## config.mk

```make
export PLATFORM = sky130hd
export DESIGN_NAME = mesi_l1_agent
export DESIGN_NICKNAME = d
export VERILOG_FILES = /design/src/rtl/mesi_l1_agent.sv
export SDC_FILE = /design/constraint.sdc
export NUM_CORES = 1
export LEC_CHECK = 0
export BUFFER_PORTS_ARGS = -buffer_cell sky130_fd_sc_hd__buf_2
export CORE_ASPECT_RATIO = 1.5
export CORE_MARGIN = 1.5
export CORE_UTILIZATION = 45
export DETAILED_ROUTE_END_ITERATION = 16
export PLACE_DENSITY = 0.66
export SETUP_SLACK_MARGIN = 0.4
export SLEW_MARGIN = 10
export SYNTH_ARGS = -nofsm -noshare
export SYNTH_HDL_FRONTEND = slang
export SYNTH_SLANG_ARGS = --single-unit
```

## constraint.sdc

```tcl
create_clock -name clk -period 10.14 [get_ports clk]
set_input_delay 0.507 -clock clk [delete_from_list [all_inputs] [get_ports clk]]
set_output_delay 0.507 -clock clk [all_outputs]
set_load 0.005 [all_outputs]
```

## src/rtl/mesi_l1_agent.sv

```systemverilog
module mesi_l1_agent #(
  parameter int ADDR_W = 8,
  parameter int DATA_W = 16,
  parameter int WAYS   = 4
) (
  input  logic              clk,
  input  logic              rst_n,
  input  logic              cpu_req_valid,
  input  logic              cpu_req_we,
  input  logic [ADDR_W-1:0] cpu_req_addr,
  input  logic [DATA_W-1:0] cpu_req_wdata,
  output logic              cpu_req_ready,
  output logic              cpu_resp_valid,
  output logic [DATA_W-1:0] cpu_resp_data,
  output logic              msg_out_valid,
  output logic [2:0]        msg_out_type,
  output logic [ADDR_W-1:0] msg_out_addr,
  output logic [DATA_W-1:0] msg_out_data,
  input  logic              msg_in_valid,
  input  logic [2:0]        msg_in_type,
  input  logic [ADDR_W-1:0] msg_in_addr,
  input  logic [DATA_W-1:0] msg_in_data
);
  localparam int WW = (WAYS > 1) ? $clog2(WAYS) : 1;

  localparam logic [1:0] LS_I = 2'd0, LS_S = 2'd1, LS_E = 2'd2, LS_M = 2'd3;

  localparam logic [2:0] O_RD_SH = 3'd1, O_RD_EX = 3'd2, O_UPGR = 3'd3,
                         O_INV_ACK = 3'd4, O_INV_CLEAN = 3'd5, O_WBACK = 3'd6;
  localparam logic [2:0] I_FILL_SH = 3'd1, I_FILL_EX = 3'd2, I_UPGR_OK = 3'd3,
                         I_INVAL = 3'd4, I_WB_DONE = 3'd5;

  typedef enum logic [1:0] {IDLE, WAIT_WB, WAIT_FILL, WAIT_UPGR} fsm_t;
  fsm_t fsm;

  logic [1:0]        st  [WAYS];
  logic [ADDR_W-1:0] tag [WAYS];
  logic [DATA_W-1:0] dat [WAYS];
  logic [WW-1:0]     age [WAYS];

  logic              r_we;
  logic [ADDR_W-1:0] r_addr;
  logic [DATA_W-1:0] r_wdata;
  logic [WW-1:0]     r_way;

  logic          c_hit, s_hit, inv_found;
  logic [WW-1:0] c_way, s_way, inv_way, lru_way, victim, touch_way;

  always_comb begin
    c_hit = 1'b0; c_way = '0;
    s_hit = 1'b0; s_way = '0;
    inv_found = 1'b0; inv_way = '0; lru_way = '0;
    for (int i = WAYS - 1; i >= 0; i--) begin
      if (st[i] != LS_I && tag[i] == cpu_req_addr) begin c_hit = 1'b1; c_way = WW'(i); end
      if (st[i] != LS_I && tag[i] == msg_in_addr)  begin s_hit = 1'b1; s_way = WW'(i); end
      if (st[i] == LS_I) begin inv_found = 1'b1; inv_way = WW'(i); end
      if (age[i] == WW'(WAYS - 1)) lru_way = WW'(i);
    end
  end

  wire snoop_in  = msg_in_valid && msg_in_type == I_INVAL;
  wire accept    = cpu_req_valid && cpu_req_ready;
  wire fill_in   = fsm == WAIT_FILL && msg_in_valid && msg_in_addr == r_addr &&
                   (msg_in_type == I_FILL_SH || msg_in_type == I_FILL_EX);
  wire upgr_in   = fsm == WAIT_UPGR && msg_in_valid && msg_in_type == I_UPGR_OK;
  wire wbdone_in = fsm == WAIT_WB && msg_in_valid && msg_in_type == I_WB_DONE;
  wire touch_en  = (accept && c_hit) || fill_in || upgr_in;

  assign victim        = inv_found ? inv_way : lru_way;
  assign touch_way     = accept ? c_way : r_way;
  assign cpu_req_ready = fsm == IDLE && !snoop_in;

  always_ff @(posedge clk or negedge rst_n) begin
    if (!rst_n) begin
      fsm <= IDLE;
      for (int i = 0; i < WAYS; i++) begin
        st[i] <= LS_I; tag[i] <= '0; dat[i] <= '0; age[i] <= WW'(i);
      end
      r_we <= 1'b0; r_addr <= '0; r_wdata <= '0; r_way <= '0;
      cpu_resp_valid <= 1'b0; cpu_resp_data <= '0;
      msg_out_valid <= 1'b0; msg_out_type <= '0; msg_out_addr <= '0; msg_out_data <= '0;
    end else begin
      msg_out_valid  <= 1'b0;
      cpu_resp_valid <= 1'b0;
      if (touch_en)
        for (int i = 0; i < WAYS; i++)
          if (WW'(i) == touch_way) age[i] <= '0;
          else if (age[i] < age[touch_way]) age[i] <= age[i] + 1'b1;

      if (snoop_in) begin
        msg_out_valid <= 1'b1;
        msg_out_addr  <= msg_in_addr;
        msg_out_data  <= '0;
        msg_out_type  <= O_INV_CLEAN;
        if (s_hit) begin
          st[s_way] <= LS_I;
          if (st[s_way] == LS_M) begin
            msg_out_type <= O_WBACK;
            msg_out_data <= dat[s_way];
          end else if (st[s_way] == LS_S) msg_out_type <= O_INV_ACK;
        end
      end

      case (fsm)
        IDLE: if (accept) begin
          r_we <= cpu_req_we; r_addr <= cpu_req_addr; r_wdata <= cpu_req_wdata;
          if (c_hit) begin
            r_way <= c_way;
            if (!cpu_req_we) begin
              cpu_resp_valid <= 1'b1; cpu_resp_data <= dat[c_way];
            end else if (st[c_way] == LS_S) begin
              msg_out_valid <= 1'b1; msg_out_type <= O_UPGR;
              msg_out_addr <= cpu_req_addr; msg_out_data <= '0;
              fsm <= WAIT_UPGR;
            end else begin
              dat[c_way] <= cpu_req_wdata; st[c_way] <= LS_M;
              cpu_resp_valid <= 1'b1; cpu_resp_data <= cpu_req_wdata;
            end
          end else begin
            r_way <= victim;
            st[victim] <= LS_I;
            msg_out_valid <= 1'b1;
            if (st[victim] == LS_M) begin
              msg_out_type <= O_WBACK; msg_out_addr <= tag[victim];
              msg_out_data <= dat[victim];
              fsm <= WAIT_WB;
            end else begin
              msg_out_type <= cpu_req_we ? O_RD_EX : O_RD_SH;
              msg_out_addr <= cpu_req_addr; msg_out_data <= '0;
              fsm <= WAIT_FILL;
            end
          end
        end
        WAIT_WB: if (wbdone_in) begin
          msg_out_valid <= 1'b1; msg_out_type <= r_we ? O_RD_EX : O_RD_SH;
          msg_out_addr <= r_addr; msg_out_data <= '0;
          fsm <= WAIT_FILL;
        end
        WAIT_FILL: if (fill_in) begin
          tag[r_way] <= r_addr;
          cpu_resp_valid <= 1'b1;
          if (r_we) begin
            dat[r_way] <= r_wdata; st[r_way] <= LS_M; cpu_resp_data <= r_wdata;
          end else begin
            dat[r_way] <= msg_in_data; cpu_resp_data <= msg_in_data;
            st[r_way] <= (msg_in_type == I_FILL_EX) ? LS_E : LS_S;
          end
          fsm <= IDLE;
        end
        WAIT_UPGR: if (upgr_in) begin
          tag[r_way] <= r_addr; dat[r_way] <= r_wdata; st[r_way] <= LS_M;
          cpu_resp_valid <= 1'b1; cpu_resp_data <= r_wdata;
          fsm <= IDLE;
        end
        default: fsm <= IDLE;
      endcase
    end
  end
endmodule


```

**Word-level counts from Yosys, hierarchy flattened**

Cells that the tools add are included.

- Add/subtract/negate cells: 4
- Order comparisons: 13
- Eq/ne operators: 38
- Multiplexer cells: 166
- Bitwise logic cells: 11
- Reductions and logical operators: 52

Operators by type and width:

| kind | count |
|---|---|
| 64-bit two-way mux | 7 |
| 16-bit two-way mux | 24 |
| 64-bit bitwise mux | 3 |
| 64-bit case mux with 3 select lines | 1 |
| 8-bit two-way mux | 19 |
| 2-bit two-way mux | 52 |
| 16-bit binary-select mux with 2-bit select | 3 |
| 8-bit equality test | 9 |
| 16-bit demux with 2-bit select | 2 |
| 32-bit two-way mux | 2 |
| 32-bit case mux with 2 select lines | 1 |
| 16-bit case mux with 3 select lines | 1 |
| 32-bit bitwise mux | 1 |
| 16-bit case mux with 2 select lines | 1 |
| 1-bit two-way mux | 25 |
| 8-bit case mux with 3 select lines | 1 |
| 1-bit logical AND | 23 |
| 3-bit two-way mux | 7 |
| 2-bit nonzero test | 9 |
| 8-bit AND | 2 |
| 2-bit binary-select mux with 2-bit select | 4 |
| 8-bit binary-select mux with 2-bit select | 1 |
| 2-bit demux with 2-bit select | 4 |
| 8-bit demux with 2-bit select | 1 |
| 31 further kinds | 81 |

- Bits in registers: 186
- Bits of input ports: 56
- Output and inout bits: 46
- Logic and storage cells: 311

**Logic depth before layout (Yosys ltp)**

- Depth in word-level cells: 21
- Gate-level depth with buffers: 16
- Mapped depth without buffers: 13

**Worst setup path before layout**

Ideal clock, no wire load.

- Kind: input -> register
- From: input port cpu_req_addr[2]
- To: register age[7] in the netlist's numbering
- Setup time: 87 ps
- Data arrival time: 3521 ps
- Data required time: 10053 ps
- Setup slack: 6532 ps
- Cell stages on the path: 15
- Buffers on the path: 3
- Path through: clkbuf_1 > xnor2_1 > nand4_1 > or3_1 > clkbuf_1 > a211o_1 > o21ai_1 > buf_2 > nand2_1 > nand3_1 > nand2_1 > ha_1 > o41a_1 > a2111o_1 > o211ai_1

- Longest elaborated chain between the ends: 14
- Elaborated cells on any way between the ends: 29
- Classes of those cells: order compare (1); eq/ne (4); mux (13); bitwise (1); reduce/logical (10)

Ends and longest elaborated chain:

| element | RTL line | source |
|---|---|---|
| start, declared | 10 | `input logic [ADDR_W-1:0] cpu_req_addr,` |
| 8-bit equality test | 54 | `if (st[i] != LS_I && tag[i] == cpu_req_addr) begin c_hit = 1'b1; c_way = WW'(i); end` |
| 1-bit logical AND | 54 |  |
| 2-bit two-way mux (4 in series) | 54 |  |
| 2-bit two-way mux | 70 | `assign touch_way = accept ? c_way : r_way;` |
| 2-bit NOT with 3-bit output (implied by the code) | 88 | `else if (age[i] < age[touch_way]) age[i] <= age[i] + 1'b1;` |
| 2-bit binary-select mux with 2-bit select | 88 |  |
| 2-bit two-way mux (implied by the code) (2 in series) | 88 |  |
| 2-bit < comparator | 88 |  |
| 2-bit nonzero test (no source line) | -- |  |
| 2-bit AND reduction (no source line) | -- |  |
| end signal, assigned by index | 77 | `st[i] <= LS_I; tag[i] <= '0; dat[i] <= '0; age[i] <= WW'(i);` |
| end signal, assigned by index | 87 | `if (WW'(i) == touch_way) age[i] <= '0;` |
| end, declared | 39 | `logic [WW-1:0] age [WAYS];` |

Parallel ways exist; a longest one is shown, timed or not. The select of a mux whose other input is x is not followed.
A chain may end at the register's enable or synchronous reset.

**Final worst setup path**

- From: register tag[13] in the netlist's numbering
- To: register cpu_resp_data[2]

- Longest elaborated chain between the ends: 13
- Elaborated cells on any way between the ends: 23
- Classes of those cells: eq/ne (4); mux (16); bitwise (1); reduce/logical (2)

Ends and longest elaborated chain:

| element | RTL line | source |
|---|---|---|
| start, declared | 37 | `logic [ADDR_W-1:0] tag [WAYS];` |
| start signal, assigned by index | 140 | `tag[r_way] <= r_addr;` |
| 8-bit equality test * | 54 |  |
| 1-bit logical AND * | 54 |  |
| 2-bit two-way mux (3 in series) | 54 |  |
| 2-bit NOT with 3-bit output (implied by the code) | 110, 111 |  |
| 16-bit binary-select mux with 2-bit select | 110 | `cpu_resp_valid <= 1'b1; cpu_resp_data <= dat[c_way];` |
| 16-bit two-way mux (implied by the code) (2 in series) | 110 |  |
| 16-bit two-way mux | 109 | `if (!cpu_req_we) begin` |
| 16-bit two-way mux | 107 | `if (c_hit) begin` |
| 16-bit two-way mux | 105 | `IDLE: if (accept) begin` |
| 16-bit case mux with 3 select lines | 104 | `case (fsm)` |
| end signal, assigned | 145 | `dat[r_way] <= msg_in_data; cpu_resp_data <= msg_in_data;` |
| end, declared | 14 | `output logic [DATA_W-1:0] cpu_resp_data,` |

Mark *: on every way between the ends. The rest lies on a longest branch, timed or not. The select of a mux whose other input is x is not followed.

==> summary.md <==
| Metric | Value |
|---|---|
| Max clock buf depth | `2` |
| Die ar. | `28700 um2` |
| RSZ-0062 raised after global routing | `false` |
| Latest clock arrival within the worst-skew pair | `between 0.4 and 0.5 ns` |
| Hold buffers post-CTS | `0` |
| Crit path buffers/inverters | `0` |
| Drt drc | `0` |
| Pleak | `between 5 and 6 nW` |
| Max Clock Skew | `between 0.01 and 0.015 ns` |
| Critical Path Source Type | `flip-flop` |
| Count of cell types in the netlist | `80` |
| Initial Utilization | `0.457` |
| Post-synth ARST share | `1.00` |
| Synth Flop Type | `dfrtp_1` |
| P&R area growth vs syn | `11.2%` |
| DPL Wire Length | `just under 30000 um` |
| Max Cap Violations | `0` |
| Worst Setup Slack, final | `roughly 5.3 ns` |
| Wirelength, routed | `around 45000 um` |
| Maximum VDD drop | `between 0.15 and 0.2 mV` |
| Reg2reg path depth | `8` |
| Hold crit path type | `in -> async` |
| All-Layer GR Usage | `0.315` |
| IO Count | `between 100 and 150` |
| Routed via count | `approximately 12000` |
| Cell Chain, Critical Path | `xor2_1, nor4_1, nand4_1, nor3_4, a22oi_1, o2111a_2, o31ai_4, mux2_2` |
| Post-CTS Setup Bufs | `0` |
| Die Y | `around 210 um` |
| CP max stage delay | `0.98 ns` |
| PostCTS Resize Cnt | `0` |
| RR Endpoint | `cpu_resp_data[2]` |
| Largest net degree at the start of global routing | `115` |
| Register area share after synthesis | `0.375` |
| ANT nets after route | `0` |
| Share of layout cells above drive strength 1 | `0.196` |
| Final hold violations | `0` |
| H-tree depth | `4` |
| Reg2reg start | `tag[13]` |
| Status | `finished, final reports clean` |
| Relative slew slack | `0.174` |
| Antenna violations before repair | `0` |
| Clk sinks | `around 190` |
| Final setup fails | `0` |
| Vias in the first global route | `about 12000` |
| Filler instances | `2610` |
| Cells after synthesis | `between 1000 and 1500` |
| Final min period | `4.83 ns` |
| Period utilization | `0.477` |
| Crit Path Category | `reg -> reg` |
| DR WL/cell | `between 20 and 30 um` |
| Nets@finish | `1447` |
| Setup_tns | `0 ns` |
| Initial DRC Count | `1173` |
| Slack of the worst reg-to-reg path | `between 5 and 6 ns` |
| Critical Path AT | `5.17 ns` |
| Post-placement worst setup slack | `about 5.2 ns` |
| Power Dens Cells | `around 230 nW/um2` |
| CTS tree | `yes` |
| DRT Pass-1 Iters | `5` |
| Final core occ | `0.508` |
| Slowest CP cell | `o31ai_4` |
| Critical Path Source | `tag[13]` |
| Syn. warnings | `0` |
| Worst Path Max Fanout | `19` |
| Post-Syn Area per Cell | `between 9 and 10 um2` |
| Die X | `between 100 and 150 um` |
| F_max | `approximately 210 MHz` |
| Drt via density | `a little under 7` |
| Slew @ Worst Pin | `between 1 and 1.5 ns` |
| Area of the mapped netlist | `between 10000 and 15000 um2` |
| Antenna Cells | `0` |
| Dominant delay contributor by cell family on the critical path | `simple AND/OR/NAND/NOR gates` |
| FF+latch count, synth | `approximately 190` |
| Row cnt | `74` |
| Post-synth EDFFs | `0` |
| Gr ovfl total | `0` |
| Worst EP required | `between 10 and 15 ns` |
| Crit. End Element | `flip-flop` |
| Syn nets | `1410` |
| PortBufs | `101` |
| Fin. max-slew vios | `0` |
| Root buffer cell | `clkbuf_16` |
| Core ar. | `27200 um2` |
| Placer Congestion | `just under 1` |
| Global-route wire length before repair | `69400 um` |
| Num CTS Buffers | `17` |
| CTS clk-pin slew, worst paths | `~0.080 ns` |
synthesized netlist by cell type, types with 10 or more instances:
cell type,n,share of area
xor2_1,44,0.031
buf_2,21,0.0085
nand4_1,22,0.011
mux2_2,57,0.052
inv_1,21,0.0063
nand3_1,16,0.0064
mux2i_1,11,0.0089
a22oi_1,83,0.050
a31oi_1,11,0.0055
a211oi_1,17,0.010
o22ai_1,53,0.027
mux4_2,16,0.029
o21ai_0,48,0.019
xnor2_1,29,0.020
a311o_1,14,0.011
o211ai_1,13,0.0078
and2_1,23,0.012
a221o_1,28,0.023
a21oi_1,45,0.018
o21a_1,21,0.013
clkbuf_1,86,0.026
dfrtp_1,182,0.37
or3_1,10,0.0050
nand2_1,192,0.058
nor2_1,61,0.018
nor3_1,19,0.0076
o2bb2ai_1,50,0.035
worst max path at each step:
| stage | cells after the start | slack, ns | end |
|---|---|---|---|
| after floorplan | 15 | 6.53 | age[7] |
| after global placement | 9 | 5.38 | cpu_resp_data[6] |
| after detailed placement | 9 | 5.24 | cpu_resp_data[4] |
| after CTS | 8 | 5.51 | cpu_resp_data[2] |
| after global routing | 8 | 5.25 | cpu_resp_data[2] |
| final | 8 | 5.31 | cpu_resp_data[2] |
flip-flops by register name, indices dropped and copies added, names as in the netlist, 8 cells and up:
name / count
r_wdata: 16
tag: 32
st: 8
msg_out_addr: 8
msg_out_data: 16
dat: 64
r_addr: 8
cpu_resp_data: 16
age: 8
layout make-up:
class / count / area (um2) / share of cell area
clock inverters: 13 / 176 / 0.0128
multi-input cells: 1024 / 7270 / 0.526
repair buffers: 133 / 754 / 0.0546
flip-flops and latches: 186 / 4660 / 0.337
clock buffers: 19 / 453 / 0.0328
inverters: 21 / 78.8 / 0.00570
well taps: 342 / 428 / 0.0310
placed cells by master, fill, tap and decap left out, types with 22 or more instances in the layout:
master / Yosys / final
a21oi_1: 45 / 43
a221o_1: 28 / 28
a22oi_1: 83 / 83
and2_1: 23 / 23
buf_2: 21 / 100
buf_4: 3 / 32
dfrtp_1: 182 / 182
mux2_2: 57 / 57
nand2_1: 192 / 192
nand4_1: 22 / 22
nor2_1: 61 / 60
o21ai_0: 48 / 48
o22ai_1: 53 / 53
o2bb2ai_1: 50 / 50
xnor2_1: 29 / 29
xor2_1: 44 / 44
metal layers:
layer,vias up,routed length (um),GRT usage
li1,5176,-,-
met1,5856,16800,0.372
met2,665,22300,0.550
met3,158,3460,0.0491
met4,0,2370,0.175
met5,-,0,0
power by group:
group          total [mW]  internal, mW  switching, mW  leakage, nW
clock               0.727         0.390          0.337        0.311
combinational        1.37         0.541          0.829         3.16
sequential           1.11         0.915          0.199         2.48
total                3.21          1.85           1.36         5.95
worst register-to-register path, cell delays in order, from the launching register on:
cell	delay [ns]
dfrtp_1	0.44
xor2_1	0.17
nor4_1	0.57
nand4_1	0.48
nor3_4	0.96
a22oi_1	0.29
o2111a_2	0.40
o31ai_4	0.99
mux2_2	0.44
stage by stage:
| step | area [um2] | hold WS [ns] | power [mW] | std cells |
|---|---|---|---|---|
| final | 13800 | 0.113 | 3.21 | 1738 |
| after global routing | 13800 | 0.274 | 3.38 | 1738 |
| after CTS | 13800 | 0.229 | 3.19 | 1738 |
| after detailed placement | 13200 | 0.456 | 2.47 | 1706 |
| after global placement | 13200 | 0.451 | 2.44 | 1706 |
| after floorplan | 12400 | 0.211 | 2.00 | 1346 |
logic make-up after synthesis:
logic type               share of synthesized area
adder cells (fa/ha/maj)                    0.00805
flip-flops                                   0.375
multiplexers                                0.0976
AO/OA/AOI/OAI                                0.268
XOR/XNOR                                    0.0514
AND/OR/NAND/NOR                              0.156
buffers and inverters                       0.0447
Note: power is estimated with default switching activity, not from simulation.
